==> config.mk <==
export PLATFORM = sky130hd
export DESIGN_NAME = pci_hb_regs
export DESIGN_NICKNAME = d
export VERILOG_FILES = /design/src/rtl/pci_hb_pkg.sv /design/src/rtl/pci_hb_cfgspace.sv /design/src/rtl/pci_hb_ctrl.sv /design/src/rtl/pci_hb_irq_route.sv /design/src/rtl/pci_hb_regs.sv
export SDC_FILE = /design/constraint.sdc
export NUM_CORES = 2
export LEC_CHECK = 0
export BUFFER_PORTS_ARGS = -buffer_cell sky130_fd_sc_hd__buf_2
export CAP_MARGIN = 25
export CORE_ASPECT_RATIO = 1.5
export CORE_UTILIZATION = 26
export DETAILED_ROUTE_END_ITERATION = 6
export HOLD_SLACK_MARGIN = 0.08
export PLACE_DENSITY = 0.52
export SLEW_MARGIN = 20
export SYNTH_ARGS = -nofsm -noshare
export SYNTH_HDL_FRONTEND = slang
export SYNTH_SLANG_ARGS = --single-unit
==> constraint.sdc <==
create_clock -name clk_i -period 3.2 [get_ports clk_i]
set_input_delay 0.64 -clock clk_i [delete_from_list [all_inputs] [get_ports clk_i]]
set_output_delay 0.64 -clock clk_i [all_outputs]
set_load 0.01 [all_outputs]
==> src/rtl/pci_hb_pkg.sv <==
package pci_hb_pkg;
  localparam int          CFG_WORDS = 64;
  localparam int          OFF_PAR   = 'h1C0;
  localparam int          OFF_MBR   = 'h1C4;
  localparam int          OFF_IOBR  = 'h1C8;
  localparam int          OFF_DPORT = 'h220;
  localparam logic [31:0] MBR_MASK  = 32'hFF00_0001;
  localparam logic [31:0] IOBR_MASK = 32'hFFFC_0001;
  localparam logic [31:0] WIN_MASK  = 32'hFFFC_0000;
  // status: cap list | fast b2b | devsel medium ; command: wait cycle ctrl
  localparam logic [31:0] CMD_STAT_RST = 32'h0290_0080;

  typedef enum logic [1:0] {SEL_NONE, SEL_PAR, SEL_MBR, SEL_IOBR} ctrl_sel_e;
endpackage

==> src/rtl/pci_hb_cfgspace.sv <==
module pci_hb_cfgspace #(
  parameter int          WORDS     = 64,
  parameter logic [15:0] VENDOR_ID = 16'h1AB5,
  parameter logic [15:0] DEVICE_ID = 16'h0A11,
  localparam int         IW        = $clog2(WORDS)
) (
  input  logic          clk_i,
  input  logic          rst_ni,
  input  logic          wr_i,
  input  logic [IW-1:0] idx_i,
  input  logic [31:0]   wdata_i,
  output logic [31:0]   rdata_o
);
  import pci_hb_pkg::*;

  logic [31:0] mem_q [WORDS];

  always_ff @(posedge clk_i or negedge rst_ni) begin
    if (!rst_ni) begin
      for (int i = 0; i < WORDS; i++) mem_q[i] <= '0;
      mem_q[1] <= CMD_STAT_RST;
    end else if (wr_i && idx_i != '0) begin
      mem_q[idx_i] <= wdata_i;
    end
  end

  assign rdata_o = (idx_i == '0) ? {DEVICE_ID, VENDOR_ID} : mem_q[idx_i];

  assert_store_R2: assert property (@(posedge clk_i) disable iff (!rst_ni)
    wr_i && idx_i != '0 |=> mem_q[$past(idx_i)] == $past(wdata_i));
endmodule

==> src/rtl/pci_hb_ctrl.sv <==
module pci_hb_ctrl (
  input  logic                  clk_i,
  input  logic                  rst_ni,
  input  logic                  wr_i,
  input  pci_hb_pkg::ctrl_sel_e sel_i,
  input  logic [31:0]           wdata_i,
  output logic [31:0]           par_o,
  output logic [31:0]           mbr_o,
  output logic [31:0]           iobr_o,
  output logic [31:0]           io_win_base_o
);
  import pci_hb_pkg::*;

  always_ff @(posedge clk_i or negedge rst_ni) begin
    if (!rst_ni) begin
      par_o  <= '0;
      mbr_o  <= '0;
      iobr_o <= '0;
    end else if (wr_i) begin
      unique case (sel_i)
        SEL_PAR:  par_o  <= wdata_i;
        SEL_MBR:  mbr_o  <= wdata_i & MBR_MASK;
        SEL_IOBR: iobr_o <= wdata_i & IOBR_MASK;
        default:  ;
      endcase
    end
  end

  assign io_win_base_o = iobr_o & WIN_MASK;

  assert_io_win_R7: assert property (@(posedge clk_i) disable iff (!rst_ni)
    wr_i && sel_i == SEL_IOBR |=> io_win_base_o == ($past(wdata_i) & WIN_MASK));
  assert_mbr_keep_R6: assert property (@(posedge clk_i) disable iff (!rst_ni)
    !(wr_i && sel_i == SEL_MBR) |=> $stable(mbr_o));
endmodule

==> src/rtl/pci_hb_irq_route.sv <==
module pci_hb_irq_route #(
  parameter int NUM_IRQ = 4,
  localparam int SW     = $clog2(NUM_IRQ)
) (
  input  logic               clk_i,
  input  logic               rst_ni,
  input  logic               upd_i,
  input  logic [7:0]         devfn_i,
  input  logic               level_i,
  output logic [NUM_IRQ-1:0] irq_o
);
  logic [4:0] slot;
  logic       in_range;

  assign slot     = devfn_i[7:3];
  assign in_range = int'(slot) < NUM_IRQ;

  always_ff @(posedge clk_i or negedge rst_ni) begin
    if (!rst_ni)                irq_o <= '0;
    else if (upd_i && in_range) irq_o[slot[SW-1:0]] <= level_i;
  end

  assert_route_R11: assert property (@(posedge clk_i) disable iff (!rst_ni)
    upd_i && devfn_i[7:3] == 5'd2 |=> irq_o[2] == $past(level_i));
  assert_ignore_R11: assert property (@(posedge clk_i) disable iff (!rst_ni)
    upd_i && int'(devfn_i[7:3]) >= NUM_IRQ |=> $stable(irq_o));
endmodule

==> src/rtl/pci_hb_regs.sv <==
module pci_hb_regs #(
  parameter int          ADDR_W    = 10,
  parameter int          NUM_IRQ   = 4,
  parameter logic [15:0] VENDOR_ID = 16'h1AB5,
  parameter logic [15:0] DEVICE_ID = 16'h0A11
) (
  input  logic               clk_i,
  input  logic               rst_ni,
  input  logic               req_i,
  input  logic               we_i,
  input  logic [ADDR_W-1:0]  addr_i,
  input  logic [3:0]         be_i,
  input  logic [31:0]        wdata_i,
  output logic [31:0]        rdata_o,
  output logic               ready_o,
  output logic               cfg_req_o,
  output logic               cfg_we_o,
  output logic [31:0]        cfg_addr_o,
  output logic [31:0]        cfg_wdata_o,
  input  logic [31:0]        cfg_rdata_i,
  input  logic               cfg_ack_i,
  output logic [31:0]        io_win_base_o,
  input  logic               irq_upd_i,
  input  logic [7:0]         irq_devfn_i,
  input  logic               irq_level_i,
  output logic [NUM_IRQ-1:0] irq_o
);
  import pci_hb_pkg::*;

  localparam int IW = $clog2(CFG_WORDS);
  localparam logic [ADDR_W-1:0] A_PAR   = ADDR_W'(OFF_PAR);
  localparam logic [ADDR_W-1:0] A_MBR   = ADDR_W'(OFF_MBR);
  localparam logic [ADDR_W-1:0] A_IOBR  = ADDR_W'(OFF_IOBR);
  localparam logic [ADDR_W-1:0] A_DPORT = ADDR_W'(OFF_DPORT);

  logic        full, hit_cfg, hit_dport, busy_q, acc;
  logic [31:0] cfg_rd, par, mbr, iobr;
  ctrl_sel_e   sel;

  assign full      = (be_i == 4'hF) && (addr_i[1:0] == 2'b00);
  assign hit_cfg   = full && (addr_i[ADDR_W-1:IW+2] == '0);
  assign hit_dport = full && (addr_i == A_DPORT);

  always_comb begin
    sel = SEL_NONE;
    if (full) begin
      unique case (addr_i)
        A_PAR:   sel = SEL_PAR;
        A_MBR:   sel = SEL_MBR;
        A_IOBR:  sel = SEL_IOBR;
        default: sel = SEL_NONE;
      endcase
    end
  end

  // downstream cycle: launch, hold until ack
  always_ff @(posedge clk_i or negedge rst_ni) begin
    if (!rst_ni)                          busy_q <= 1'b0;
    else if (busy_q && cfg_ack_i)         busy_q <= 1'b0;
    else if (!busy_q && req_i && hit_dport) busy_q <= 1'b1;
  end

  assign ready_o     = req_i && (hit_dport ? (busy_q && cfg_ack_i) : 1'b1);
  assign acc         = req_i && ready_o && we_i;
  assign cfg_req_o   = busy_q;
  assign cfg_we_o    = we_i;
  assign cfg_addr_o  = par;
  assign cfg_wdata_o = wdata_i;

  pci_hb_cfgspace #(.WORDS(CFG_WORDS), .VENDOR_ID(VENDOR_ID), .DEVICE_ID(DEVICE_ID)) u_cfg (
    .clk_i, .rst_ni,
    .wr_i   (acc && hit_cfg),
    .idx_i  (addr_i[IW+1:2]),
    .wdata_i,
    .rdata_o(cfg_rd)
  );

  pci_hb_ctrl u_ctrl (
    .clk_i, .rst_ni,
    .wr_i   (acc),
    .sel_i  (sel),
    .wdata_i,
    .par_o  (par),
    .mbr_o  (mbr),
    .iobr_o (iobr),
    .io_win_base_o
  );

  pci_hb_irq_route #(.NUM_IRQ(NUM_IRQ)) u_irq (
    .clk_i, .rst_ni,
    .upd_i  (irq_upd_i),
    .devfn_i(irq_devfn_i),
    .level_i(irq_level_i),
    .irq_o
  );

  always_comb begin
    rdata_o = '0;
    if (hit_cfg)        rdata_o = cfg_rd;
    else if (hit_dport) rdata_o = cfg_rdata_i;
    else begin
      unique case (sel)
        SEL_PAR:  rdata_o = par;
        SEL_MBR:  rdata_o = mbr;
        SEL_IOBR: rdata_o = iobr;
        default:  rdata_o = '0;
      endcase
    end
  end

  assert_stall_R8: assert property (@(posedge clk_i) disable iff (!rst_ni)
    req_i && hit_dport && !(busy_q && cfg_ack_i) |-> !ready_o);
  assert_req_hold_R8: assert property (@(posedge clk_i) disable iff (!rst_ni)
    cfg_req_o && !cfg_ack_i |=> cfg_req_o && $stable(cfg_addr_o));
  assert_partial_R1: assert property (@(posedge clk_i) disable iff (!rst_ni)
    !cfg_req_o && req_i && be_i != 4'hF |=> !cfg_req_o);
  assert_launch_R9: assert property (@(posedge clk_i) disable iff (!rst_ni)
    !cfg_req_o && req_i && hit_dport |=> cfg_req_o);
endmodule

==> summary.txt <==
Layout
  – Multi-input logic area: 42,020 um2
  – Sequential Area: 52,480 um2
  – Area Growth Syn to Fin: 24.34%
  – Non-Filler Instances: about 12,000
  – Commonest non-fill, non-tap cell in the layout: dfrtp_1
  – Fillers: 35,422
  – Total Nets Final: 6,838
  – Share of layout cells above drive strength 1: between 60 and 70%
  – Most frequent cells in the layout: 2,093 x dfrtp_1, 2,004 x mux2_2, 514 x mux4_2

Timing
  – Post-route worst setup slack: -882.5 ps
  – Setup Skew: 99.85 ps
  – Slew Limit Fails: 0
  – Maximum clock rate: 244.9 MHz
  – Setup violations, final: 32
  – Slew at the pin with the worst max-slew slack: slightly below 1000 ps
  – Max transition margin: 34.51%
  – RSZ-0062 raised after global routing: yes
  – Period minus WS final: between 4000 and 5000 ps
  – Fin Hold WS: 154.9 ps
  – Hold Vio Cnt, Final: 0
  – Fin crit share: 127.6%

Min path
  – Worst Hold Class: in2reg

Place
  – Dpl ws: -1282 ps
  – GP Congestion: 0.8559
  – Hpwl dp: ~220 mm
  – Post-placement cell count: 11,207
  – PortBufs: between 200 and 250

Route
  – Post-route DRC: 3
  – Routed len/inst: approximately 28 um
  – Routed wire length: 329.1 mm
  – 1st-iter DRT viols: around 3,700
  – Antenna viol nets, final: 0
  – Drt first pass iters: 7
  – Vias: 57,939
  – Vias per cell: 4.943

Yosys
  – Area contributors post-synth: dfrtp_1 55%, mux2_2 24%, mux4_2 12%, clkbuf_1 1.3%, buf_2 1.3%
  – Mapped Avg Cell Area: 15.61 um2
  – Post-Syn Area: 96,030 um2
  – Most used DFF post-synth: dfrtp_1
  – Synth async-reset ratio: 100.0%
  – Yosys top cell area share: 54.54%
  – Synth unique cells: 69
  – Ys Warns: 0
  – Post-synthesis cell count: approximately 6,000
  – EDFF count, synth: 0
  – Seq/Total Area, Yosys: approximately 55%
  – Leading area contributor after synthesis: dfrtp_1
  – Register bit total from synthesis: 2,097

Power and ir drop
  – Sw Ratio: 23.72%
  – Pint: 42.30 mW
  – Maximum vdd drop: slightly above 0.0004 V
  – Clk pwr share: 45.9%
  – Pwr dens: approximately 460 nW/um2
  – Combinational share of power: under 10%
  – Final Power: 55.45 mW
  – Net switching power: 13.16 mW
  – Sequential power share: 47.9%
  – Leak Pwr: 55.81 nW

Setup path
  – Required time of the critical path: 2560 ps
  – Crit-path max cell delay: 550 ps
  – Setup CP Type: reg2out
  – Crit path DAT: 3440 ps
  – CP max stage cell: mux4_2
  – CP max FO: 2
  – Critical path, cell by cell: mux4_2, mux4_2, a22oi_2, buf_4, nand4_1, buf_4, buf_6
  – Buffers and inverters on the worst path: 3
  – Largest delay share family, worst path: multiplexers
  – Crit. End Element: output pin
  – Setup crit start kind: flop

GRT
  – GRT Resource Usage Total: 17.50%
  – Largest net degree at the start of global routing: between 100 and 150
  – Total gr overflow: 0
  – Initial antenna violation count: 15
  – Vias in the first global route: roughly 64,000
  – First-pass GRT wire length: about 480 mm

Floorplan
  – Total die area: 371,800 um2
  – Num rows: 273
  – Die Ht: 746.3 um
  – Starting Density: 26.10%
  – Core area: 367,900 um2
  – # IOs: between 200 and 250
  – Die Width: 498.2 um

Clock tree
  – Clock Sinks: 2,097
  – Root cell of the clock tree: clkbuf_16
  – Worst-Skew Late Latency: 900 ps
  – Depth of the CTS H-tree: 4
  – CTS buffer count: 208
  – CTS Buffer Depth: 4
  – Worst-path clk slew: 60 ps
  – CTS tree: yes

Flow run
  – Max-cap viol count: 0

Outcome
  – Failing checks: DRC, setup timing
  – Outcome: finished with violations
per-layer routing:
metal | global-route usage [%] | up-vias | wire [um]
li1 | - | 23923 | -
met1 | 20.84 | 32065 | 130100
met2 | 30.83 | 1360 | 168700
met3 | 2.063 | 581 | 11990
met4 | 9.049 | 10 | 18370
met5 | 0 | - | 62
cell usage after synthesis, types with 7 or more instances:
cell,count
nand4_1,15
nor2b_1,16
mux4_2,514
nand2b_1,7
a222oi_1,9
and2_1,9
a22oi_1,125
mux2i_1,48
buf_4,69
nor2_1,75
a211oi_1,9
a21oi_1,40
a2111oi_0,7
buf_2,244
clkbuf_1,326
o22ai_1,33
nand3_1,45
a31oi_1,10
o211ai_1,9
or2_2,10
nor3_4,8
buf_6,24
a221oi_1,22
dfrtp_1,2093
mux2_2,2005
mux2_4,71
mux2_1,27
nand2_1,137
o21ai_0,21
o221ai_1,8
buf_1,39
metrics by stage:
step                      setup TNS (ps)  util (%)  area (um2)
final                             -14870     32.46      119400
after global routing              -16370     32.45      119400
after CTS                         -15270     32.13      118200
after detailed placement         -251060     29.53      108600
after global placement           -255750     29.53      108600
after floorplan                   -54.64         -       96250
power groups by stage:
| stage | Sequential (mW) | Combinational (mW) | Clock [mW] |
|---|---|---|---|
| 4_1_cts | 26.5 | 3.36 | 26.1 |
| 2_1_floorplan | 27.0 | 1.16 | 0 |
| 3_5_place_dp | 27.0 | 3.05 | 0 |
| 5_1_grt | 26.5 | 3.66 | 27.1 |
| 6_report | 26.5 | 3.44 | 25.5 |
| 3_3_place_gp | 27.0 | 3.00 | 0 |
state kept, by name (all words and copies together), names as in the netlist:
name / count
u_cfg.mem_q: 2036
u_ctrl.par_o: 32
u_irq.irq_o: 4
u_ctrl.iobr_o: 15
cfg_req_o: 1
u_ctrl.mbr_o: 9
worst reg2reg max path, stage by stage, from the launching register on:
cell and delay, ps:
dfrtp_1 420, and2_1 370, o311ai_1 130, buf_4 190, nor2_4 590, buf_4 400
mux2_2 390
area by class of cell:
type,instances,area share [%]
Sequential cell,2097,43.95
Antenna cell,7,0.01467
Inverter,4,0.01257
Timing Repair Buffer,1067,9.949
Clock buffer,303,5.198
Tap cell,4812,5.042
Multi-Input combinational cell,3367,35.19
Clock inverter,65,0.6392
what timing repair did:
item	in CTS	in global routing
buffers inserted	86	53
pin swaps	87	88
hold endpoints to repair	41	0
endpoints found under the setup margin	32	33
gates cloned	14	9
gates resized for setup	314	154
hold buffers	4	0
worst paths after layout:
check                                   from                end  slack [ps]  depth (start not counted)
min in group asynchronous             rst_ni   u_cfg.mem_q[753]         380                          2
max in group asynchronous             rst_ni   u_ctrl.par_o[21]        1590                          4
setup / recovery            u_cfg.mem_q[179]        rdata_o[19]        -880                          7
hold / removal                    wdata_i[9]  u_cfg.mem_q[1161]         150                          2
hold reg to reg            u_cfg.mem_q[2030]  u_cfg.mem_q[2030]         370                          0
setup reg to reg                   cfg_req_o   u_ctrl.par_o[26]         500                          6
cell families (layout without fill, tap and decap cells):
| logic type | count (synthesis) | in the layout | share of synthesized area (%) |
|---|---|---|---|
| AOI/OAI and AO/OA | 329 | 329 | 2.486 |
| buffers and inverters | 706 | 1439 | 3.535 |
| DFF | 2097 | 2097 | 54.65 |
| muxes | 2665 | 2665 | 37.49 |
| other | 1 | 25 | 0.003905 |
| and+or+nand+nor | 355 | 355 | 1.829 |
No activity file was read; power rests on OpenSTA's default activity.
